## config.mk

```make
export PLATFORM = sky130hd
export DESIGN_NAME = bus_sequencer
export DESIGN_NICKNAME = d
export VERILOG_FILES = /design/src/rtl/seq_pkg.sv /design/src/rtl/seq_decoder.sv /design/src/rtl/seq_delay_timer.sv /design/src/rtl/seq_wb_master.sv /design/src/rtl/bus_sequencer.sv
export SDC_FILE = /design/constraint.sdc
export NUM_CORES = 1
export LEC_CHECK = 0
export BUFFER_PORTS_ARGS = -buffer_cell sky130_fd_sc_hd__buf_2
export CORE_MARGIN = 1.5
export CORE_UTILIZATION = 35
export CTS_BUF_LIST = sky130_fd_sc_hd__clkbuf_8
export CTS_CLUSTER_SIZE = 8
export DETAILED_ROUTE_END_ITERATION = 12
export SETUP_SLACK_MARGIN = 0.1
export SYNTH_ARGS = -nofsm -noshare
export SYNTH_HDL_FRONTEND = slang
export SYNTH_HIERARCHICAL = 1
export SYNTH_SLANG_ARGS = --single-unit
```

## constraint.sdc

```tcl
create_clock -name clk -period 5.3 [get_ports clk]
set_input_delay 1.06 -clock clk [delete_from_list [all_inputs] [get_ports clk]]
set_output_delay 1.06 -clock clk [all_outputs]
set_load 0.01 [all_outputs]
```

## src/rtl/seq_pkg.sv

```systemverilog
package seq_pkg;
  localparam int WORD_W = 32;
  localparam int OPC_W  = 4;
  localparam int OPND_W = WORD_W - OPC_W;
  localparam int SEL_W  = WORD_W / 8;

  localparam logic [OPC_W-1:0] OPC_IDLE  = 4'b0000;
  localparam logic [OPC_W-1:0] OPC_PUTK  = 4'b0001;
  localparam logic [OPC_W-1:0] OPC_LOAD  = 4'b0010;
  localparam logic [OPC_W-1:0] OPC_STORE = 4'b0011;
  localparam logic [OPC_W-1:0] OPC_HAND  = 4'b0100;
  localparam logic [OPC_W-1:0] OPC_DELAY = 4'b1000;

  typedef enum logic [2:0] {
    K_IDLE, K_PUTK, K_LOAD, K_STORE, K_HAND, K_DELAY
  } op_kind_t;

  typedef struct packed {
    op_kind_t            kind;
    logic [WORD_W-1:0]   adr;
    logic [OPND_W-1:0]   count;
  } op_dec_t;

  typedef enum logic [2:0] {
    S_FETCH, S_DECODE, S_IMM_ADDR, S_IMM_DATA, S_BUS, S_STALL
  } seq_state_t;
endpackage

```

## src/rtl/seq_decoder.sv

```systemverilog
module seq_decoder
  import seq_pkg::*;
#(
  parameter int ADDR_SHIFT = 4
) (
  input  logic [WORD_W-1:0] word_i,
  output op_dec_t           dec_o
);
  logic [OPC_W-1:0]  opc;
  logic [OPND_W-1:0] opnd;

  assign opc  = word_i[WORD_W-1 -: OPC_W];
  assign opnd = word_i[OPND_W-1:0];

  always_comb begin
    dec_o.adr   = WORD_W'(opnd) << ADDR_SHIFT;
    dec_o.count = opnd;
    unique case (opc)
      OPC_PUTK:  dec_o.kind = K_PUTK;
      OPC_LOAD:  dec_o.kind = K_LOAD;
      OPC_STORE: dec_o.kind = K_STORE;
      OPC_HAND:  dec_o.kind = K_HAND;
      OPC_DELAY: dec_o.kind = K_DELAY;
      default:   dec_o.kind = K_IDLE;
    endcase
  end
endmodule

```

## src/rtl/seq_delay_timer.sv

```systemverilog
module seq_delay_timer #(
  parameter int CNT_W = 28
) (
  input  logic             clk,
  input  logic             rst,
  input  logic             load_i,
  input  logic [CNT_W-1:0] load_val_i,
  output logic             last_o
);
  logic [CNT_W-1:0] cnt_q;

  always_ff @(posedge clk) begin
    if (rst)               cnt_q <= '0;
    else if (load_i)       cnt_q <= load_val_i;
    else if (cnt_q != '0)  cnt_q <= cnt_q - 1'b1;
  end

  assign last_o = (cnt_q == CNT_W'(1));
endmodule

```

## src/rtl/seq_wb_master.sv

```systemverilog
module seq_wb_master
  import seq_pkg::*;
(
  input  logic              clk,
  input  logic              rst,
  input  logic              start_i,
  input  logic              start_we_i,
  input  logic [WORD_W-1:0] start_adr_i,
  input  logic [WORD_W-1:0] start_dat_i,
  input  logic              ack_i,
  output logic              cyc_o,
  output logic              stb_o,
  output logic              we_o,
  output logic [SEL_W-1:0]  sel_o,
  output logic [WORD_W-1:0] adr_o,
  output logic [WORD_W-1:0] dat_o,
  output logic              done_o
);
  logic cyc_q;

  always_ff @(posedge clk) begin
    if (rst) begin
      cyc_q <= 1'b0;
      we_o  <= 1'b0;
      adr_o <= '0;
      dat_o <= '0;
    end else if (start_i) begin
      cyc_q <= 1'b1;
      we_o  <= start_we_i;
      adr_o <= start_adr_i;
      dat_o <= start_dat_i;
    end else if (cyc_q && ack_i) begin
      cyc_q <= 1'b0;
    end
  end

  assign cyc_o  = cyc_q;
  assign stb_o  = cyc_q;
  assign sel_o  = {SEL_W{1'b1}};
  assign done_o = cyc_q && ack_i;
endmodule

```

## src/rtl/bus_sequencer.sv

```systemverilog
module bus_sequencer
  import seq_pkg::*;
#(
  parameter int PC_W       = 10,
  parameter int ADDR_SHIFT = 4
) (
  input  logic              clk,
  input  logic              rst,
  output logic [PC_W-1:0]   imem_addr,
  input  logic [31:0]       imem_rdata,
  output logic              wb_cyc_o,
  output logic              wb_stb_o,
  output logic              wb_we_o,
  output logic [3:0]        wb_sel_o,
  output logic [31:0]       wb_adr_o,
  output logic [31:0]       wb_dat_o,
  input  logic [31:0]       wb_dat_i,
  input  logic              wb_ack_i,
  output logic [31:0]       ctl_data_o,
  output logic              ctl_valid_o
);
  seq_state_t        state_q;
  logic [PC_W-1:0]   pc_q;
  logic [WORD_W-1:0] acc_q;
  logic [WORD_W-1:0] pend_adr_q;
  op_dec_t           dec;

  logic              xfer_start;
  logic              xfer_we;
  logic [WORD_W-1:0] xfer_adr;
  logic [WORD_W-1:0] xfer_dat;
  logic              xfer_done;
  logic              tmr_load;
  logic              tmr_last;

  seq_decoder #(.ADDR_SHIFT(ADDR_SHIFT)) u_dec (
    .word_i (imem_rdata),
    .dec_o  (dec)
  );

  seq_delay_timer #(.CNT_W(OPND_W)) u_tmr (
    .clk        (clk),
    .rst        (rst),
    .load_i     (tmr_load),
    .load_val_i (dec.count),
    .last_o     (tmr_last)
  );

  seq_wb_master u_wb (
    .clk         (clk),
    .rst         (rst),
    .start_i     (xfer_start),
    .start_we_i  (xfer_we),
    .start_adr_i (xfer_adr),
    .start_dat_i (xfer_dat),
    .ack_i       (wb_ack_i),
    .cyc_o       (wb_cyc_o),
    .stb_o       (wb_stb_o),
    .we_o        (wb_we_o),
    .sel_o       (wb_sel_o),
    .adr_o       (wb_adr_o),
    .dat_o       (wb_dat_o),
    .done_o      (xfer_done)
  );

  always_comb begin
    xfer_start = 1'b0;
    xfer_we    = 1'b0;
    xfer_adr   = dec.adr;
    xfer_dat   = acc_q;
    if (state_q == S_DECODE && (dec.kind == K_LOAD || dec.kind == K_STORE)) begin
      xfer_start = 1'b1;
      xfer_we    = (dec.kind == K_STORE);
    end else if (state_q == S_IMM_DATA) begin
      xfer_start = 1'b1;
      xfer_we    = 1'b1;
      xfer_adr   = pend_adr_q;
      xfer_dat   = imem_rdata;
    end
  end

  assign tmr_load = (state_q == S_DECODE) && (dec.kind == K_DELAY) && (dec.count != '0);

  always_ff @(posedge clk) begin
    if (rst) begin
      state_q     <= S_FETCH;
      pc_q        <= '0;
      acc_q       <= '0;
      pend_adr_q  <= '0;
      ctl_data_o  <= '0;
      ctl_valid_o <= 1'b0;
    end else begin
      ctl_valid_o <= 1'b0;
      unique case (state_q)
        S_FETCH: state_q <= S_DECODE;
        S_DECODE: begin
          pc_q <= pc_q + 1'b1;
          unique case (dec.kind)
            K_PUTK: begin
              pend_adr_q <= dec.adr;
              state_q    <= S_IMM_ADDR;
            end
            K_LOAD, K_STORE: state_q <= S_BUS;
            K_HAND: begin
              ctl_data_o  <= acc_q;
              ctl_valid_o <= 1'b1;
              state_q     <= S_FETCH;
            end
            K_DELAY: state_q <= (dec.count == '0) ? S_FETCH : S_STALL;
            default: state_q <= S_FETCH;
          endcase
        end
        S_IMM_ADDR: state_q <= S_IMM_DATA;
        S_IMM_DATA: begin
          pc_q    <= pc_q + 1'b1;
          state_q <= S_BUS;
        end
        S_BUS: begin
          if (xfer_done) begin
            if (!wb_we_o) acc_q <= wb_dat_i;
            state_q <= S_FETCH;
          end
        end
        S_STALL: if (tmr_last) state_q <= S_FETCH;
        default: state_q <= S_FETCH;
      endcase
    end
  end

  assign imem_addr = pc_q;
endmodule

```

==> results of run 1 <==
-- power by group through the flow --
stage          Clock, uW  Sequential [uW]  Combinational [uW]
4_1_cts             1330             1770                 949
3_5_place_dp           0             1800                 943
3_3_place_gp           0             1800                 943
6_report            1290             1770                 955
5_1_grt             1400             1790                1060
2_1_floorplan          0             1780                 796
-- worst paths after layout --
kind                                      end  slack (ns)  cells past startpoint
setup / recovery  u_tmr/cnt_q[3]$_SDFFE_PP0P_        1.65                     10
hold / removal    ctl_data_o[21]$_SDFFE_PP0P_        0.45                      2
setup reg to reg  u_tmr/cnt_q[3]$_SDFFE_PP0P_        2.37                      5
hold reg to reg   ctl_data_o[21]$_SDFFE_PP0P_        0.45                      2
-- per-stage QoR --
stage	power (uW)	instances	area, sq um	setup WS [ns]	utilization, %
2_1_floorplan	2570	1090	9420	2.24	-
3_3_place_gp	2740	1477	9960	1.27	38.0
3_5_place_dp	2750	1477	9960	1.20	38.0
4_1_cts	4050	1531	10600	1.74	40.3
5_1_grt	4250	1532	10600	1.55	40.3
6_report	4020	1533	10600	1.65	40.3
-- routing by layer --
layer	global-route usage (%)	vias up	wire (um)
li1	-	3768	-
met1	22.0	3523	11000
met2	30.5	188	12500
met3	4.30	54	1420
met4	7.04	2	753
met5	0	-	7
-- final cells by class --
class,count,area [sq um]
multi-input combinational,743,4450
clock inverter,15,68.8
timing repair buffer,186,975
inverter,9,33.8
fill,2672,15600
tap,335,419
clock buffer,39,537
antenna,2,5.00
sequential,204,4080
-- cells by family (layout without fill, tap and decap cells) --
group	count (synthesis)	after routing	share of synthesized area, %
AO/OA/AOI/OAI	155	155	9.33
XOR/XNOR	24	24	2.24
adder cells (fa/ha/maj)	4	4	0.533
buffers and inverters	143	249	9.90
flip-flops	204	204	43.5
multiplexers	129	129	14.6
other	2	10	0.0799
AND/OR/NAND/NOR	423	423	19.9
-- flip-flops by register name, summed over array words and instances (netlist names) --
register,count
acc_q,32
ctl_data_o,32
ctl_valid_o,1
imem_addr,10
pend_adr_q,32
state_q,3
u_tmr/cnt_q,28
u_wb/adr_o,32
u_wb/cyc_o,1
u_wb/dat_o,32
u_wb/we_o,1
-- cells in the final DEF (no fill, tap or decap), drive strengths merged, types with 8 or more instances in the layout --
cell / n
a211oi: 13
a21oi: 114
buf: 186
clkbuf: 39
conb: 8
dfxtp: 204
inv: 20
mux2: 64
mux2i: 65
nand2: 225
nand3: 15
nand4: 8
nor2: 107
nor3: 17
nor4: 16
xnor2: 14
xor2: 10
-- synth_stat cells (all sizes together) --
cell type	number
a21boi	1
conb	2
buf	98
and3	3
or2	1
clkbuf	36
o211a	1
a41oi	2
and4	3
and2b	1
nand2b	7
dfxtp	204
or3	5
o41ai	1
nor4	16
nand3	15
and4b	1
o31a	1
o21bai	1
nor4b	3
a31oi	2
o22ai	7
xor2	10
and2	3
inv	9
nand4	8
o21ai	6
nand3b	1
ha	4
or4	3
a21oi	114
nor3b	4
a311oi	1
nor3	17
mux2i	65
mux2	64
a22o	1
nand2	225
nor2	107
a21o	2
a211oi	13
a2111oi	2
xnor2	14
-- worst register-to-register path, cell delays in order (launching register included) --
cell      delay [ns]
dfxtp_1         0.39
nor4_1          0.65
and4_1          0.50
nand3_1         0.44
nand2b_1        0.63
o22ai_1         0.18
==> impl_metrics.py, run 1 <==
metrics = {
    "status": {
        "status": "finished, final reports clean",
    },
    "clocking": {
        "clock-sinks": 204,
        "cts_setup_buffers": 0,
        "cts_tree": "built",
        "htreeDepth": 2,
        "hold_buffers": 0,
        "cts_resized": 0,
        "clkTransAtPathRegs_ns": 0.06,
        "cts.path.max_buffers": 3,
        "insertion_delay_ns": 0.53,
        "numCtsBuffers": 35,
        "ctsRootBufferMaster": "clkbuf_8",
    },
    "global_routing": {
        "grt_max_degree": 83,
        "grt_overflow": 0,
        "antenna_found_initial": 3,
        "first_global_vias": 7268,
        "grt_first_pass_wirelength_um": 40200,
        "track_usage_pct": 18.0,
    },
    "synthesis": {
        "synth.area.top_cells": "dfxtp_1, nand2_1, mux2_2",
        "synth_top_cell_area_share_pct": 43.5,
        "ys_seq_elements": 204,
        "yosys_warnings": 6,
        "ys_seq_area_share_pct": 43.5,
        "syn_area_sq_um": 9400,
        "ys_types": 55,
        "netlist.top_cell.by_area": "dfxtp_1",
        "syn_avg_cell_area_sq_um": 8.67,
        "syn_inst": 1084,
    },
    "drt": {
        "drc": 0,
        "drt_pass1_iterations": 5,
        "avgViaCountPerCell": 4.92,
        "dr_total_vias": 7535,
        "avgRoutedWirePerCell_um": 16.8,
        "drt_iter0_drc": 343,
        "ant_nets": 0,
        "detail_route.wirelength_um": 25700,
    },
    "die": {
        "core_area_sq_um": 26200,
        "start_util_pct": 35.9,
        "rows": 59,
        "die_x_um": 167,
        "ios": 181,
        "dieArea_sq_um": 27800,
        "die_h_um": 167,
    },
    "critical_path": {
        "crit_family": "simple AND/OR/NAND/NOR gates",
        "worst_path_max_delay_cell": "nand2b_1",
        "worstReg2RegStart": "u_tmr/cnt_q[2]$_SDFFE_PP0P_",
        "critPathBufInv": 2,
        "worstPathRequired_ns": 5.67,
        "cp_data_arrival_time_ns": 4.02,
        "startpoint_type": "input pin",
        "path_class": "input pin to register",
        "endpoint_kind": "register",
        "crit_fanout": 27,
        "cp_cell_sequence": "buf_2 > nor4_1 > nand4_1 > nor2_1 > nor3b_2 > buf_4 > nor4b_1 > nand3_1 > nand2b_1 > o22ai_1",
        "crit_path_start": "imem_rdata[7]",
        "max_stage_delay_ns": 0.63,
    },
    "power": {
        "p_comb_share_pct": 23.7,
        "swShare_pct": 32.6,
        "worst_ir_drop_vdd_v": 0.000155,
        "p_sw_uw": 1310,
        "power_frac_seq_pct": 44.1,
        "power.leakage_uw": 0.00419,
        "clock_power_share_pct": 32.1,
        "p_int_uw": 2710,
        "power_density_nw_per_um2": 381,
    },
    "finish": {
        "layout.nets": 1250,
        "layout-drive-gt1-share_pct": 25.9,
        "area_delta_synth_final_pct": 12.4,
    },
    "sta": {
        "hold_violations": 0,
        "slew_headroom_pct": 22.2,
        "timing.final.crit_share_pct": 68.8,
        "min_period_ns": 3.65,
        "rsz0062_at_grt": "false",
        "max_freq_mhz": 274,
        "finalSetupViolCount": 0,
        "skew_ns": 0.0284,
        "worst_pin_slew_ns": 1.17,
        "slew_viol_final": 0,
        "fin_setup_tns_ns": 0,
        "hold_slack_ns": 0.449,
    },
    "placement": {
        "gp_congestion": 0.855,
        "numPortBuffers": 176,
        "post-dp-hpwl_um": 17100,
    },
    "hold_path": {
        "hold_path.startpoint": "ctl_data_o[21]$_SDFFE_PP0P_",
        "min_path_type": "register to register",
    },
    "job": {
        "drv_cap": 0,
    },
}
Power figures use the tool's default switching activity.
==> run 2: changes to the inputs <==
==> constraint.sdc (replaced) <==
create_clock -name clk -period 3.4 [get_ports clk]
set_input_delay 0.68 -clock clk [delete_from_list [all_inputs] [get_ports clk]]
set_output_delay 0.68 -clock clk [all_outputs]
set_load 0.01 [all_outputs]
==> impl_metrics.py, run 2 (synthesis results as in run 1) <==
metrics = {
    "sta": {
        "worst_pin_slew_ns": 0.779,
        "finalSetupViolCount": 0,
        "skew_ns": 0.0194,
        "timing.final.crit_share_pct": 71.6,
        "hold_slack_ns": 0.392,
        "fin_setup_tns_ns": 0,
        "min_period_ns": 2.43,
        "slew_headroom_pct": 47.6,
        "rsz0062_at_grt": "false",
        "max_freq_mhz": 411,
        "hold_violations": 0,
        "slew_viol_final": 0,
    },
    "critical_path": {
        "startpoint_type": "register",
        "path_class": "register to register",
        "cp_data_arrival_time_ns": 2.85,
        "worstPathRequired_ns": 3.82,
        "endpoint_kind": "register",
        "crit_fanout": 9,
    },
    "finish": {
        "final_common_cell": "nand2_1",
        "area_delta_synth_final_pct": 14.8,
        "final_cell_mix": "nand2_1, dfxtp_1, buf_2",
        "multi_input_area_sq_um": 4450,
        "layout-drive-gt1-share_pct": 26.9,
        "regArea_sq_um": 4080,
        "nFillCells": 2637,
        "layout.nets": 1261,
    },
    "drt": {
        "drt_pass1_iterations": 5,
        "avgRoutedWirePerCell_um": 16.6,
        "avgViaCountPerCell": 4.94,
        "detail_route.wirelength_um": 25700,
        "drc": 0,
        "drt_iter0_drc": 359,
        "ant_nets": 0,
        "dr_total_vias": 7660,
    },
    "global_routing": {
        "antenna_found_initial": 3,
        "first_global_vias": 7362,
        "track_usage_pct": 18.2,
        "grt_first_pass_wirelength_um": 40600,
        "grt_max_degree": 93,
        "grt_overflow": 0,
    },
    "clocking": {
        "hold_buffers": 0,
        "clkTransAtPathRegs_ns": 0.06,
        "cts.path.max_buffers": 3,
        "ctsRootBufferMaster": "clkbuf_8",
        "htreeDepth": 2,
        "cts_setup_buffers": 0,
        "cts_resized": 0,
        "insertion_delay_ns": 0.53,
        "cts_tree": "built",
        "numCtsBuffers": 35,
        "clock-sinks": 204,
    },
    "power": {
        "power_density_nw_per_um2": 601,
        "worst_ir_drop_vdd_v": 0.000266,
        "power.leakage_uw": 0.00433,
    },
    "die": {
        "ios": 181,
        "core_area_sq_um": 26200,
        "rows": 59,
        "dieArea_sq_um": 27800,
        "die_x_um": 167,
        "die_h_um": 167,
        "start_util_pct": 35.9,
    },
    "hold_path": {
        "min_path_type": "input pin to register",
    },
    "placement": {
        "post-dp-hpwl_um": 17500,
        "gp_congestion": 0.816,
        "numPortBuffers": 176,
    },
    "job": {
        "drv_cap": 0,
    },
    "status": {
        "status": "finished, final reports clean",
    },
}
==> run 2: cell types whose count changed in the layout (fill, tap and decap cells not counted) <==
| cell | previous run | this run |
|---|---|---|
| buf_12 | 1 | 4 |
| buf_4 | 9 | 17 |
| clkbuf_8 | 39 | 46 |
| clkinvlp_4 | 3 | 1 |
| inv_1 | 20 | 22 |
| inv_6 | 0 | 1 |
==> run 2: power breakdown <==
group | internal, uW | leakage (uW) | switching [uW] | total [uW]
registers | 2570 | 0.00165 | 199 | 2770
clock network | 1210 | 0.000409 | 998 | 2210
logic | 636 | 0.00227 | 872 | 1510
total | 4410 | 0.00433 | 2070 | 6480
==> run 2: final timing paths <==
kind              slack (ns)                        start                           end  cells after the start
setup / recovery        0.97  u_tmr/cnt_q[2]$_SDFFE_PP0P_  u_tmr/cnt_q[16]$_SDFFE_PP0P_                      5
hold reg to reg         0.45  ctl_data_o[20]$_SDFFE_PP0P_   ctl_data_o[20]$_SDFFE_PP0P_                      2
setup reg to reg        0.97  u_tmr/cnt_q[2]$_SDFFE_PP0P_  u_tmr/cnt_q[16]$_SDFFE_PP0P_                      5
hold / removal          0.39                  wb_dat_i[3]         acc_q[3]$_SDFFE_PP0P_                      3
==> run 2: stage by stage <==
step | cells | power [uW] | util [%] | setup slack, ns | cell area, sq um
floorplan | 1090 | 4010 | - | 0.722 | 9420
global placement | 1488 | 4300 | 38.5 | 0.537 | 10100
detailed placement | 1488 | 4310 | 38.5 | 0.523 | 10100
CTS | 1550 | 6530 | 41.1 | 1.02 | 10800
global route | 1551 | 6850 | 41.2 | 0.826 | 10800
finish | 1552 | 6480 | 41.2 | 0.967 | 10800
==> run 2: area by class of cell <==
cell class,instances,area share (%)
multi-input cells,743,41.2
flip-flops and latches,204,37.9
repair buffers,197,10.1
clock buffers,46,5.87
well taps,335,3.89
clock inverters,16,0.650
inverters,9,0.313
diodes,2,0.0464
==> run 2: worst max-delay path, cell delays in order, from the launching register on <==
cell       delay [ns]
dfxtp_1          0.38
nor4_1           0.72
and4_1           0.50
nand2_1          0.16
a21o_1           0.22
a2111oi_2        0.35
==> run 2: metal layers <==
layer  routed length, um  vias to the layer above  track usage (%)
met2               12500                      196             31.1
met5                  13                        -                0
met3                1500                       51             4.82
met4                 768                        2             6.88
li1                    -                     3813                -
met1               11000                     3598             21.9
==> run 3: changes to the inputs <==
--- a/config.mk
+++ b/config.mk
@@ -5,6 +5,7 @@
 export SDC_FILE = /design/constraint.sdc
 export NUM_CORES = 1
 export LEC_CHECK = 0
+export ABC_AREA = 1
 export BUFFER_PORTS_ARGS = -buffer_cell sky130_fd_sc_hd__buf_2
 export CORE_MARGIN = 1.5
 export CORE_UTILIZATION = 35
==> constraint.sdc (replaced) <==
create_clock -name clk -period 2.2 [get_ports clk]
set_input_delay 0.44 -clock clk [delete_from_list [all_inputs] [get_ports clk]]
set_output_delay 0.44 -clock clk [all_outputs]
set_load 0.01 [all_outputs]
==> impl_metrics.py, run 3 <==
metrics = {
    "status": {
        "status": "finished, final reports clean",
    },
    "clocking": {
        "ctsRootBufferMaster": "clkbuf_8",
        "cts_tree": "built",
        "clock-sinks": 204,
        "numCtsBuffers": 37,
        "cts.path.max_buffers": 3,
        "htreeDepth": 2,
        "clkTransAtPathRegs_ns": 0.06,
        "insertion_delay_ns": 0.53,
    },
    "placement": {
        "dp.cells": 1957,
        "post-dp-hpwl_um": 21800,
        "gp_congestion": 0.941,
        "numPortBuffers": 176,
    },
    "drt": {
        "avgViaCountPerCell": 4.67,
        "drc": 0,
        "drt_iter0_drc": 587,
        "dr_total_vias": 9438,
        "drt_pass1_iterations": 5,
        "ant_nets": 0,
        "avgRoutedWirePerCell_um": 15.1,
        "detail_route.wirelength_um": 30500,
    },
    "synthesis": {
        "syn_inst": 1465,
        "ys_seq_elements": 204,
        "synth-main-ff-cell": "dfxtp_1",
        "ys_seq_area_share_pct": 41.8,
        "syn_area_sq_um": 9770,
        "synth_top_cell_area_share_pct": 41.8,
        "async_flop_share_pct": 0,
        "syn_avg_cell_area_sq_um": 6.67,
        "yosys_warnings": 6,
        "netlist.top_cell.by_area": "dfxtp_1",
        "ys_top_cells_by_count": "nor2_1, nand2_1, dfxtp_1",
        "synth_edf_count": 0,
        "ys_types": 40,
        "synth.area.top_cells": "dfxtp_1, nor2_1, nand2_1",
        "yosys.cell_count.top_type": "nor2_1",
    },
    "global_routing": {
        "track_usage_pct": 21.4,
        "grt_max_degree": 70,
        "antenna_found_initial": 5,
        "first_global_vias": 9176,
        "grt_overflow": 0,
        "grt_first_pass_wirelength_um": 48800,
    },
    "power": {
        "p_total_uw": 11700,
        "p_int_uw": 7200,
        "worst_ir_drop_vdd_v": 0.000482,
        "power.leakage_uw": 0.00585,
        "power_density_nw_per_um2": 1010,
        "p_comb_share_pct": 33.6,
        "clock_power_share_pct": 29.5,
        "swShare_pct": 38.6,
        "p_sw_uw": 4520,
        "power_frac_seq_pct": 36.8,
    },
    "sta": {
        "max_freq_mhz": 529,
        "timing.final.crit_share_pct": 85.9,
        "min_period_ns": 1.89,
        "skew_ns": 0.0163,
        "finalSetupViolCount": 0,
        "slew_viol_final": 0,
        "rsz0062_at_grt": "false",
        "hold_violations": 0,
    },
    "finish": {
        "final_cell_mix": "nor2_1, nand2_1, dfxtp_1",
        "regArea_sq_um": 4080,
        "layout-drive-gt1-share_pct": 22.0,
        "multi_input_area_sq_um": 4600,
        "antenna_cells": 0,
        "layout.nets": 1695,
        "post-route-util_pct": 42.9,
        "final_common_cell": "nor2_1",
        "final_cell_count_no_fill": 2019,
        "area_delta_synth_final_pct": 19.3,
        "nFillCells": 2950,
    },
    "die": {
        "rows": 60,
        "die_h_um": 170,
        "start_util_pct": 36.0,
        "dieArea_sq_um": 28900,
        "ios": 181,
        "core_area_sq_um": 27200,
        "die_x_um": 170,
    },
    "critical_path": {
        "cp_data_arrival_time_ns": 2.35,
        "endpoint_kind": "register",
        "worstPathRequired_ns": 2.66,
        "path_class": "input pin to register",
        "startpoint_type": "input pin",
        "crit_fanout": 4,
    },
    "hold_path": {
        "min_path_type": "input pin to register",
    },
    "job": {
        "drv_cap": 0,
    },
}
run 3: worst paths after layout:
check | end | start | cells past startpoint | slack [ns]
min | acc_q[16]$_SDFFE_PP0P_ | wb_dat_i[16] | 3 | 0.14
max reg2reg | u_tmr/cnt_q[13]$_SDFFE_PP0P_ | state_q[2]$_SDFFE_PP0P_ | 11 | 0.40
min reg2reg | ctl_data_o[28]$_SDFFE_PP0P_ | ctl_data_o[28]$_SDFFE_PP0P_ | 2 | 0.48
max | u_tmr/cnt_q[13]$_SDFFE_PP0P_ | imem_rdata[30] | 15 | 0.31
run 3: final cells by class:
| cell class | instances | share of cell area (%) |
|---|---|---|
| clock buffer | 46 | 5.43 |
| clock inverter | 16 | 0.623 |
| inverter | 68 | 2.22 |
| multi-input combinational | 1062 | 39.4 |
| sequential | 204 | 35.0 |
| tap | 372 | 3.99 |
| timing repair buffer | 251 | 13.2 |
run 3: power groups by stage:
| stage | Clock, uW | Combinational (uW) | Sequential (uW) |
|---|---|---|---|
| 3_5_place_dp | 0 | 3870 | 4390 |
| 6_report | 3460 | 3940 | 4320 |
| 2_1_floorplan | 0 | 2900 | 4330 |
| 4_1_cts | 3550 | 3890 | 4310 |
| 5_1_grt | 3740 | 4480 | 4360 |
| 3_3_place_gp | 0 | 3840 | 4380 |
run 3: logic make-up (layout without fill, tap and decap cells):
family | after synthesis | after routing | share of synthesized area (%)
flops | 204 | 204 | 41.8
compound gates | 221 | 221 | 11.5
fa+ha+maj | 4 | 4 | 0.512
buf+inv | 205 | 381 | 11.6
simple gates | 826 | 826 | 34.2
other cells | 2 | 8 | 0.0768
xor+xnor | 3 | 3 | 0.269
run 3: timing repair:
item	in CTS	in global routing
hold buffers	0	0
resized for setup	0	4
buffers inserted	0	0
setup endpoints to repair	0	19
run 3: metrics by stage:
step	setup slack [ns]	setup TNS [ns]	area [sq um]	hold slack (ns)
after floorplan	0.114	0	9810	0.453
after global placement	-0.365	-7.42	10900	0.457
after detailed placement	-0.357	-7.69	10900	0.469
after CTS	0.185	0	11600	0.110
after global routing	0.104	0	11700	0.114
final	0.311	0	11700	0.135
run 3: routing by layer:
metal | routed length [um] | GRT usage (%) | vias up | share of wire [%]
li1 | - | - | 4848 | -
met3 | 2060 | 5.98 | 47 | 6.8
met1 | 13600 | 26.7 | 4307 | 45
met2 | 14100 | 35.9 | 226 | 46
met5 | 63 | 0 | - | 0.21
met4 | 608 | 5.93 | 10 | 2.0
run 3: worst max-delay path, stage by stage:
cell     delay (ns)
buf_2          0.13
nor2_1         0.14
nand2_1        0.06
nand2_1        0.08
inv_1          0.05
or2_2          0.28
nor3_1         0.20
o21ai_1        0.12
inv_1          0.14
nor2_1         0.09
nand3_2        0.10
nor2_4         0.05
nor2_2         0.22
o21ai_0        0.15
nor2_1         0.10
